<file path="src/rtl/cfg_port_pkg.sv">
package cfg_port_pkg;

   localparam int REG_W    = 8;
   localparam int IDX_W    = 8;
   localparam int NUM_REGS = 1 << IDX_W;

   typedef logic [REG_W-1:0] reg_byte_t;
   typedef logic [IDX_W-1:0] reg_idx_t;

   // value each register takes at reset
   function automatic reg_byte_t reg_default(input reg_idx_t i);
      case (i)
         8'hE0:   return 8'h3C;
         8'hE2:   return 8'h03;
         8'hE3:   return 8'hFC;
         8'hE6:   return 8'hDE;
         8'hE7:   return 8'hFE;
         8'hE8:   return 8'hBE;
         default: return 8'h00;
      endcase
   endfunction

   // registers that never accept a data write
   function automatic logic is_locked(input reg_idx_t i);
      case (i) inside
         [8'h00:8'hDF], [8'hE9:8'hED], [8'hF9:8'hFB], [8'hFD:8'hFF],
         8'hE4, 8'hE5, 8'hF3, 8'hF5, 8'hF7: return 1'b1;
         default: return 1'b0;
      endcase
   endfunction

   // registers that accept only one key byte
   function automatic logic is_keyed(input reg_idx_t i);
      return (i == 8'hE7) || (i == 8'hE8);
   endfunction

   function automatic reg_byte_t key_value(input reg_idx_t i);
      return (i == 8'hE7) ? 8'hFE : 8'hBE;
   endfunction

endpackage

</file>
<file path="src/rtl/cfg_port_enable.sv">
module cfg_port_enable #(
   parameter int         OFF_W     = 8,
   parameter int         DAT_W     = 8,
   parameter [OFF_W-1:0] EN_OFFSET = 8'h85,
   parameter int         EN_BIT    = 1
) (
   input  logic             clk,
   input  logic             rst_n,
   input  logic             cfg_we,
   input  logic [OFF_W-1:0] cfg_off,
   input  logic [DAT_W-1:0] cfg_wdata,
   output logic             win_en
);

   if (EN_BIT >= DAT_W) begin : g_bad_bit
      $error("cfg_port_enable: EN_BIT outside the data byte");
   end

   logic unused_cfg_bits;
   assign unused_cfg_bits = ^cfg_wdata;

   logic hit_off;
   assign hit_off = cfg_we && (cfg_off == EN_OFFSET);

   always_ff @(posedge clk or negedge rst_n) begin
      if (!rst_n)       win_en <= 1'b0;
      else if (hit_off) win_en <= cfg_wdata[EN_BIT];
   end

   p_enable_follow_r2: assert property (@(posedge clk) disable iff (!rst_n)
      (cfg_we && cfg_off == EN_OFFSET) |=> (win_en == $past(cfg_wdata[EN_BIT])));

   p_enable_keep_r2: assert property (@(posedge clk) disable iff (!rst_n)
      !(cfg_we && cfg_off == EN_OFFSET) |=> $stable(win_en));

endmodule

</file>
<file path="src/rtl/cfg_port_decode.sv">
module cfg_port_decode #(
   parameter int          ADDR_W      = 16,
   parameter int          DECODE_BITS = 16,
   parameter [ADDR_W-1:0] BASE_ADDR   = 16'h03F0
) (
   input  logic [ADDR_W-1:0] io_addr,
   input  logic              io_rd,
   input  logic              io_wr,
   input  logic              win_en,
   output logic              idx_we,
   output logic              dat_we,
   output logic              rd_claim
);

   if (DECODE_BITS < 2 || DECODE_BITS > ADDR_W) begin : g_bad_width
      $error("cfg_port_decode: DECODE_BITS out of range");
   end
   if (BASE_ADDR[0] != 1'b0) begin : g_bad_base
      $error("cfg_port_decode: BASE_ADDR must be even");
   end

   logic in_win;

   if (DECODE_BITS == ADDR_W) begin : g_full
      assign in_win = (io_addr[ADDR_W-1:1] == BASE_ADDR[ADDR_W-1:1]);
   end else begin : g_partial
      // upper address bits are aliased away
      logic unused_hi;
      assign unused_hi = ^io_addr[ADDR_W-1:DECODE_BITS];
      assign in_win = (io_addr[DECODE_BITS-1:1] == BASE_ADDR[DECODE_BITS-1:1]);
   end

   assign idx_we   = win_en && io_wr && in_win && !io_addr[0];
   assign dat_we   = win_en && io_wr && in_win &&  io_addr[0];
   assign rd_claim = win_en && io_rd && in_win;

endmodule

</file>
<file path="src/rtl/cfg_port_filter.sv">
module cfg_port_filter
   import cfg_port_pkg::*;
(
   input  logic      dat_we,
   input  reg_idx_t  idx,
   input  reg_byte_t wdata,
   output logic      commit
);

   logic allowed;

   always_comb begin
      if (is_locked(idx))     allowed = 1'b0;
      else if (is_keyed(idx)) allowed = (wdata == key_value(idx));
      else                    allowed = 1'b1;
   end

   assign commit = dat_we && allowed;

endmodule

</file>
<file path="src/rtl/cfg_port_array.sv">
module cfg_port_array
   import cfg_port_pkg::*;
(
   input  logic      clk,
   input  logic      rst_n,
   input  logic      we,
   input  reg_idx_t  waddr,
   input  reg_byte_t wdata,
   input  reg_idx_t  raddr,
   output reg_byte_t rdata
);

   reg_byte_t mem [NUM_REGS];

   always_ff @(posedge clk or negedge rst_n) begin
      if (!rst_n) begin
         for (int i = 0; i < NUM_REGS; i++) mem[i] <= reg_default(IDX_W'(i));
      end else if (we) begin
         mem[waddr] <= wdata;
      end
   end

   assign rdata = mem[raddr];

endmodule

</file>
<file path="src/rtl/cfg_index_port.sv">
module cfg_index_port
   import cfg_port_pkg::*;
#(
   parameter int          ADDR_W      = 16,
   parameter int          DECODE_BITS = 16,
   parameter [ADDR_W-1:0] BASE_ADDR   = 16'h03F0,
   parameter [7:0]        EN_OFFSET   = 8'h85,
   parameter int          EN_BIT      = 1,
   parameter [7:0]        IDLE_READ   = 8'hFF
) (
   input  logic              clk,
   input  logic              rst_n,
   input  logic [ADDR_W-1:0] io_addr,
   input  logic              io_rd,
   input  logic              io_wr,
   input  logic [7:0]        io_wdata,
   output logic [7:0]        io_rdata,
   output logic              io_hit,
   input  logic              brg_cfg_we,
   input  logic [7:0]        brg_cfg_off,
   input  logic [7:0]        brg_cfg_wdata
);

   if (REG_W != 8 || IDX_W != 8) begin : g_bad_pkg
      $error("cfg_index_port: byte-wide index and registers required");
   end

   localparam [ADDR_W-1:0] DATA_ADDR = BASE_ADDR | ADDR_W'(1);

   logic      win_en, idx_we, dat_we, rd_claim, commit;
   reg_idx_t  idx_q;
   reg_byte_t arr_rdata;

   cfg_port_enable #(
      .OFF_W(8), .DAT_W(8), .EN_OFFSET(EN_OFFSET), .EN_BIT(EN_BIT)
   ) i_enable (
      .clk(clk), .rst_n(rst_n), .cfg_we(brg_cfg_we), .cfg_off(brg_cfg_off),
      .cfg_wdata(brg_cfg_wdata), .win_en(win_en)
   );

   cfg_port_decode #(
      .ADDR_W(ADDR_W), .DECODE_BITS(DECODE_BITS), .BASE_ADDR(BASE_ADDR)
   ) i_decode (
      .io_addr(io_addr), .io_rd(io_rd), .io_wr(io_wr), .win_en(win_en),
      .idx_we(idx_we), .dat_we(dat_we), .rd_claim(rd_claim)
   );

   always_ff @(posedge clk or negedge rst_n) begin
      if (!rst_n)      idx_q <= '0;
      else if (idx_we) idx_q <= io_wdata;
   end

   cfg_port_filter i_filter (
      .dat_we(dat_we), .idx(idx_q), .wdata(io_wdata), .commit(commit)
   );

   cfg_port_array i_array (
      .clk(clk), .rst_n(rst_n), .we(commit), .waddr(idx_q), .wdata(io_wdata),
      .raddr(idx_q), .rdata(arr_rdata)
   );

   assign io_hit   = rd_claim;
   assign io_rdata = rd_claim ? arr_rdata : IDLE_READ;

   p_idx_load_r4: assert property (@(posedge clk) disable iff (!rst_n)
      idx_we |=> (idx_q == $past(io_wdata)));

   p_idx_hold_off_r3: assert property (@(posedge clk) disable iff (!rst_n)
      !win_en |=> $stable(idx_q));

   p_quiet_off_r3: assert property (@(posedge clk) disable iff (!rst_n)
      !win_en |-> (!io_hit && io_rdata == IDLE_READ));

   p_locked_hold_r6: assert property (@(posedge clk) disable iff (!rst_n)
      (io_wr && io_addr == DATA_ADDR && is_locked(idx_q)) |=> $stable(arr_rdata));

   p_key_reject_r7: assert property (@(posedge clk) disable iff (!rst_n)
      (io_wr && io_addr == DATA_ADDR && is_keyed(idx_q) &&
       io_wdata != key_value(idx_q)) |=> $stable(arr_rdata));

   p_commit_visible_r8: assert property (@(posedge clk) disable iff (!rst_n)
      commit |=> (arr_rdata == $past(io_wdata)));

endmodule

</file>
<file path="config.mk">
export PLATFORM = sky130hd
export DESIGN_NAME = cfg_index_port
export DESIGN_NICKNAME = d
export VERILOG_FILES = /design/src/rtl/cfg_port_pkg.sv /design/src/rtl/cfg_port_enable.sv /design/src/rtl/cfg_port_decode.sv /design/src/rtl/cfg_port_filter.sv /design/src/rtl/cfg_port_array.sv /design/src/rtl/cfg_index_port.sv
export SDC_FILE = /design/constraint.sdc
export NUM_CORES = 2
export LEC_CHECK = 0
export CAP_MARGIN = 5
export CORE_MARGIN = 3
export CORE_UTILIZATION = 40
export DETAILED_ROUTE_END_ITERATION = 6
export SKIP_LAST_GASP = 1
export SLEW_MARGIN = 20
export SYNTH_ARGS = -nofsm -noshare
export SYNTH_HDL_FRONTEND = slang
export SYNTH_SLANG_ARGS = --single-unit
</file>
<file path="constraint.sdc">
create_clock -name clk -period 3.5 [get_ports clk]
set_input_delay 0.525 -clock clk [delete_from_list [all_inputs] [get_ports clk]]
set_output_delay 0.525 -clock clk [all_outputs]
set_load 0.005 [all_outputs]
</file>
# Word level (Yosys, flattened, before mapping)
# Index checks and enable logic that the tools add are counted.
# totals
reg_bits	2057
input_bits	45
out_inout_bits	9
elab_cells	306
# op_classes
n_lt_le_gt_ge	10
eq_ne	10
mux	11
n_bitwise	1
reduce_logical	16
# op_table
cell	n
2048-bit bitwise mux	1
8-bit binary-select mux with 8-bit select	1
8-bit demux with 8-bit select	1
8-bit equality test (second input constant)	8
8-bit less-or-equal comparator (second input constant)	4
8-bit 2-to-1 mux	4
8-bit >= comparator (second input constant)	3
15-bit by 9-bit equality test with 1-bit output (second input constant)	1
1-bit logical AND	13
9-bit >= comparator (second input constant)	1
9-bit by 1-bit < comparator with 1-bit output (second input constant)	1
8-bit inverter with 9-bit output	1
9-bit OR reduction	1
8-bit equality test	1
8-bit by 1-bit >= comparator with 1-bit output (second input constant)	1
7-bit 2-to-1 mux	1
1-bit 2-to-1 mux	3
1-bit zero test	1
1-bit logical OR	1

# Longest topological paths before layout
# depth
depth_word	6
depth_mapped	13
depth_no_buf	7

# Modules after synthesis
# Synthesis repeated with hierarchy kept, for this count alone.
# hier_totals
hier_cells	6129
hier_area_um2	94126.5
# modules_own_cells
module	n_inst	cells_each	area_per_inst_um2	seq_area_each_um2
cfg_port_array	1	6068	93453.4	51287.9
cfg_index_port	1	25	381.6	200.2
cfg_port_filter	1	23	155.1	0.0
cfg_port_decode	1	8	70.1	0.0
cfg_port_enable	1	5	66.3	25.0

# Worst setup path before layout
# Ideal clock, no wire load.
# synth_path
path_type	reg2out
start	reg idx_q[1]
end	out io_rdata[6]
t_arrival_ns	2.500
required_ns	2.975
slack_ns	0.475
stages_incl_launch_ff	10
n_path_buf	4
path_cell_list	dfrtp_1 > buf_2 > buf_4 > buf_2 > buf_1 > mux4_2 > mux4_2 > a31oi_1 > o221ai_1 > a41o_1
# synth_via
elab_chain_cells	5
# synth_rtl
element	line_no	rtl
from (decl)	cfg_index_port.sv:31	reg_idx_t idx_q;
from (signal assigned)	cfg_index_port.sv:50	else if (idx_we) idx_q <= io_wdata;
8-bit inverter with 9-bit output (not written as such)	cfg_port_array.sv:23	assign rdata = mem[raddr];
8-bit binary-select mux with 8-bit select	cfg_port_array.sv:23	
8-bit 2-to-1 mux (not written as such) (2 in series)	cfg_port_array.sv:23	
8-bit 2-to-1 mux	cfg_index_port.sv:63	assign io_rdata = rd_claim ? arr_rdata : IDLE_READ;
to (decl)	cfg_index_port.sv:17	output logic [7:0] io_rdata,
# Every way passes these cells. The select of a mux whose other input is x is not followed.

# Worst setup path after layout
# layout_path
start	reg idx_q[0]
end	out io_rdata[5]
# Same word-level chain as after synthesis.

==> flow_summary.toml <==
[layout]
nNetsFinal = 4191
stdcell_count = 6827
layout-drive-gt1-share_pct = 38.92
syn2layout_area_growth_pct = 10.94
multi_input_area_um2 = 17940
post-route-util_pct = 44.87
ff_latch_area_um2 = 51530
fillers = 16043

[timing]
tightest_slew_ns = 0.9374
clock.fmax_ghz = 0.2143
hold_violations = 0
fin_crit_ns = 4.667
final_max_slew_viol_count = 0
setup_viol = 8
setup_ws_ns = -1.167
grt_setup_unrepaired = "true"
finalCritPeriodShare_pct = 133.3
slew_headroom_pct = 37.51
finClkSkew_ns = 0.02664

[place]
hpwl_um = 99000
placed_cells = 6364
io_buffers = 46
place_congestion = 0.7993

[synthesis]
yosysMostFrequentCell = "dfrtp_1"
ys_ff_latch = 2057
synth_edf_count = 0
syn_nets = 5518
synth.yosys.warnings = 0
syn_area_um2 = 77320
synth_area_leaders = "dfrtp_1, mux4_2, clkbuf_1, mux2_2, dfstp_2"
ys_seq_area_share_pct = 66.62
async_flop_share_pct = 100.0
avgSynthCellArea_um2 = 14.13
synth_top_cell_by_area = "dfrtp_1"
ys_types = 74
synthCells = 5473
ys.flop_type = "dfrtp_1"
yosysTopAreaCellShare_pct = 65.57
synthTopCellsByCount = "dfrtp_1, clkbuf_1, mux4_2"

[grt]
use_met2_pct = 22.97
grt_pass1_vias = 37294
busiest_layer = "met1"
antenna_found_initial = 5
grt_pass1_wl_um = 234700
grt_max_degree = 177
grt_util_met1_pct = 23.13
grt_usage_pct = 15.42
gr-usage-met3_pct = 2.703
grt.overflow.total = 0

[critical_path]
crit_arrival_ns = 4.14
start_kind = "flip-flop"
reg2reg_depth = 12
crit_type = "flip-flop to primary output"
critical_path_required_ns = 2.97
r2r_start = "idx_q[3]$_DFFE_PN0P_"
end_kind = "primary output"
timing.rr.end = "i_array.mem[30]$_DFFE_PN0P_"
rrSetupSlack_ns = 0.23
cp_max_fo = 6

[die]
die_h_um = 445.7
ios = 54
die_area_um2 = 198600
die_x_um = 445.7
num_rows = 160
start_util_pct = 40.44
core_area_um2 = 191200

[drt]
routed_wl_um = 147400
drt-initial-drc-count = 2162
firstDrtPassIters = 5
antenna_left = 0
vias = 32105
vias_per_cell = 4.703
drc = 0
routedWlPerCell_um = 21.59

[job]
cap_violations = 0

[clock_tree]
htree_levels = 4
insertion_delay_ns = 0.82
cts_tree = "done"
cts_inserted_buffers = 199
cts_root_buf = "clkbuf_16"
cts_buffer_depth = 3
cts_sinks = 2057
cts.clk_slew.worst_paths_ns = 0.06

[run_status]
violations = "setup timing"
status = "finished, violations left"

[pwr]
power_leakage_nw = 40.78
powerDensity_nw_per_um2 = 547.7
ir_drop_v = 0.0005268

[hold_path]
holdCritPathClass = "input pin to asynchronous set/reset pin"
repair_timing:
action                                  in CTS  in global routing
buffers inserted                            59                 26
cloned                                       9                  2
hold buffers                                 1                  0
pin swaps                                   28                 33
endpoints found under the setup margin       9                  9
gates resized for setup                    144                 59
endpoints found under the hold margin      107                  0
worst max path at each step:
stage                              start     endpoint  slack (ns)  depth (start not counted)
floorplan           idx_q[1]$_DFFE_PN0P_  io_rdata[6]        0.47                          9
CTS                 idx_q[0]$_DFFE_PN0P_  io_rdata[5]       -1.35                         12
global placement              io_addr[2]  io_rdata[5]       -1.28                         12
detailed placement            io_addr[2]  io_rdata[5]       -1.24                         12
finish              idx_q[0]$_DFFE_PN0P_  io_rdata[5]       -1.17                         12
global route        idx_q[0]$_DFFE_PN0P_  io_rdata[5]       -1.31                         12
placed cells by master (no fill, tap or decap), types with 7 or more instances in the layout:
cell type	Yosys	layout
nor2b_1	16	12
nor2_1	45	42
o22ai_1	54	48
mux2_2	118	118
a21oi_1	17	14
clkinv_16	0	7
dfstp_2	31	31
nand3_1	50	43
o21ai_0	27	22
nor3_1	20	15
clkbuf_16	0	203
a22oi_1	18	14
dfrtp_1	2026	2020
a32oi_1	11	10
nand2_1	128	123
buf_16	0	13
a31oi_1	13	10
clkdlybuf4s50_1	0	37
buf_4	36	412
nand3_2	2	9
mux2i_1	76	69
mux4_2	535	535
and3_1	13	12
buf_12	1	80
or2_2	14	14
nand4_1	17	17
clkbuf_8	0	44
bufinv_16	0	25
buf_8	0	9
clkinv_2	0	37
clkinvlp_4	0	8
buf_6	15	24
clkbuf_1	1975	39
sequential cells by signal (all words and copies together) (netlist names):
name             cells
i_array.mem       2048
i_enable.win_en      1
idx_q                8
metal layers:
layer / wire, um / share of wire, % / vias up
li1: - / - / 14613
met1: 69960 / 47 / 16730
met2: 67850 / 46 / 525
met3: 5348 / 3.6 / 237
met4: 4234 / 2.9 / 0
met5: 0 / 0 / -
metrics by stage:
step / power [W] / cell area (um^2) / worst slack [ns] / TNS, ns / hold slack, ns
after floorplan: 0.02424 / 77320 / 0.4748 / 0 / 0.2294
after global placement: 0.02484 / 76980 / -1.275 / -12.99 / 0.3597
after detailed placement: 0.02486 / 76980 / -1.245 / -12.82 / 0.3622
after CTS: 0.04767 / 85360 / -1.352 / -9.133 / 0.2025
after global routing: 0.04880 / 85780 / -1.306 / -9.300 / 0.2514
final: 0.04698 / 85780 / -1.167 / -8.172 / 0.2480
power breakdown:
group          internal, W  switching, W
clock network       0.0134       0.00917
logic             0.000112      0.000494
registers           0.0238   0.000000291
total               0.0373       0.00967
cell families after synthesis:
group / Yosys count / synth area share [%]
buffers and inverters: 2121 / 10.75
DFF: 2057 / 66.62
muxes: 730 / 18.30
and+or+nand+nor: 357 / 2.445
AOI/OAI and AO/OA: 208 / 1.880
critical path, stage by stage, from the launching register on:
cell and delay [ns]:
dfrtp_4 0.51, buf_12 0.17, buf_8 0.13, buf_6 0.11, mux4_2 0.40, mux4_2 0.57, nand3_2 0.12, a21oi_2 0.06
nor4_2 0.29, buf_4 0.17, nand4_1 0.38, buf_4 0.30, buf_6 0.11
area by class of cell:
cell class                      instances  area share, %
Tap cell                             2511          3.663
Clock buffer                          284          6.740
Multi-Input combinational cell       1295          20.91
Sequential cell                      2057          60.07
Antenna cell                            2       0.005834
Clock inverter                         85          1.523
Timing Repair Buffer                  585          7.033
Inverter                                8        0.04959
Note: power is estimated with default switching activity, not from simulation.
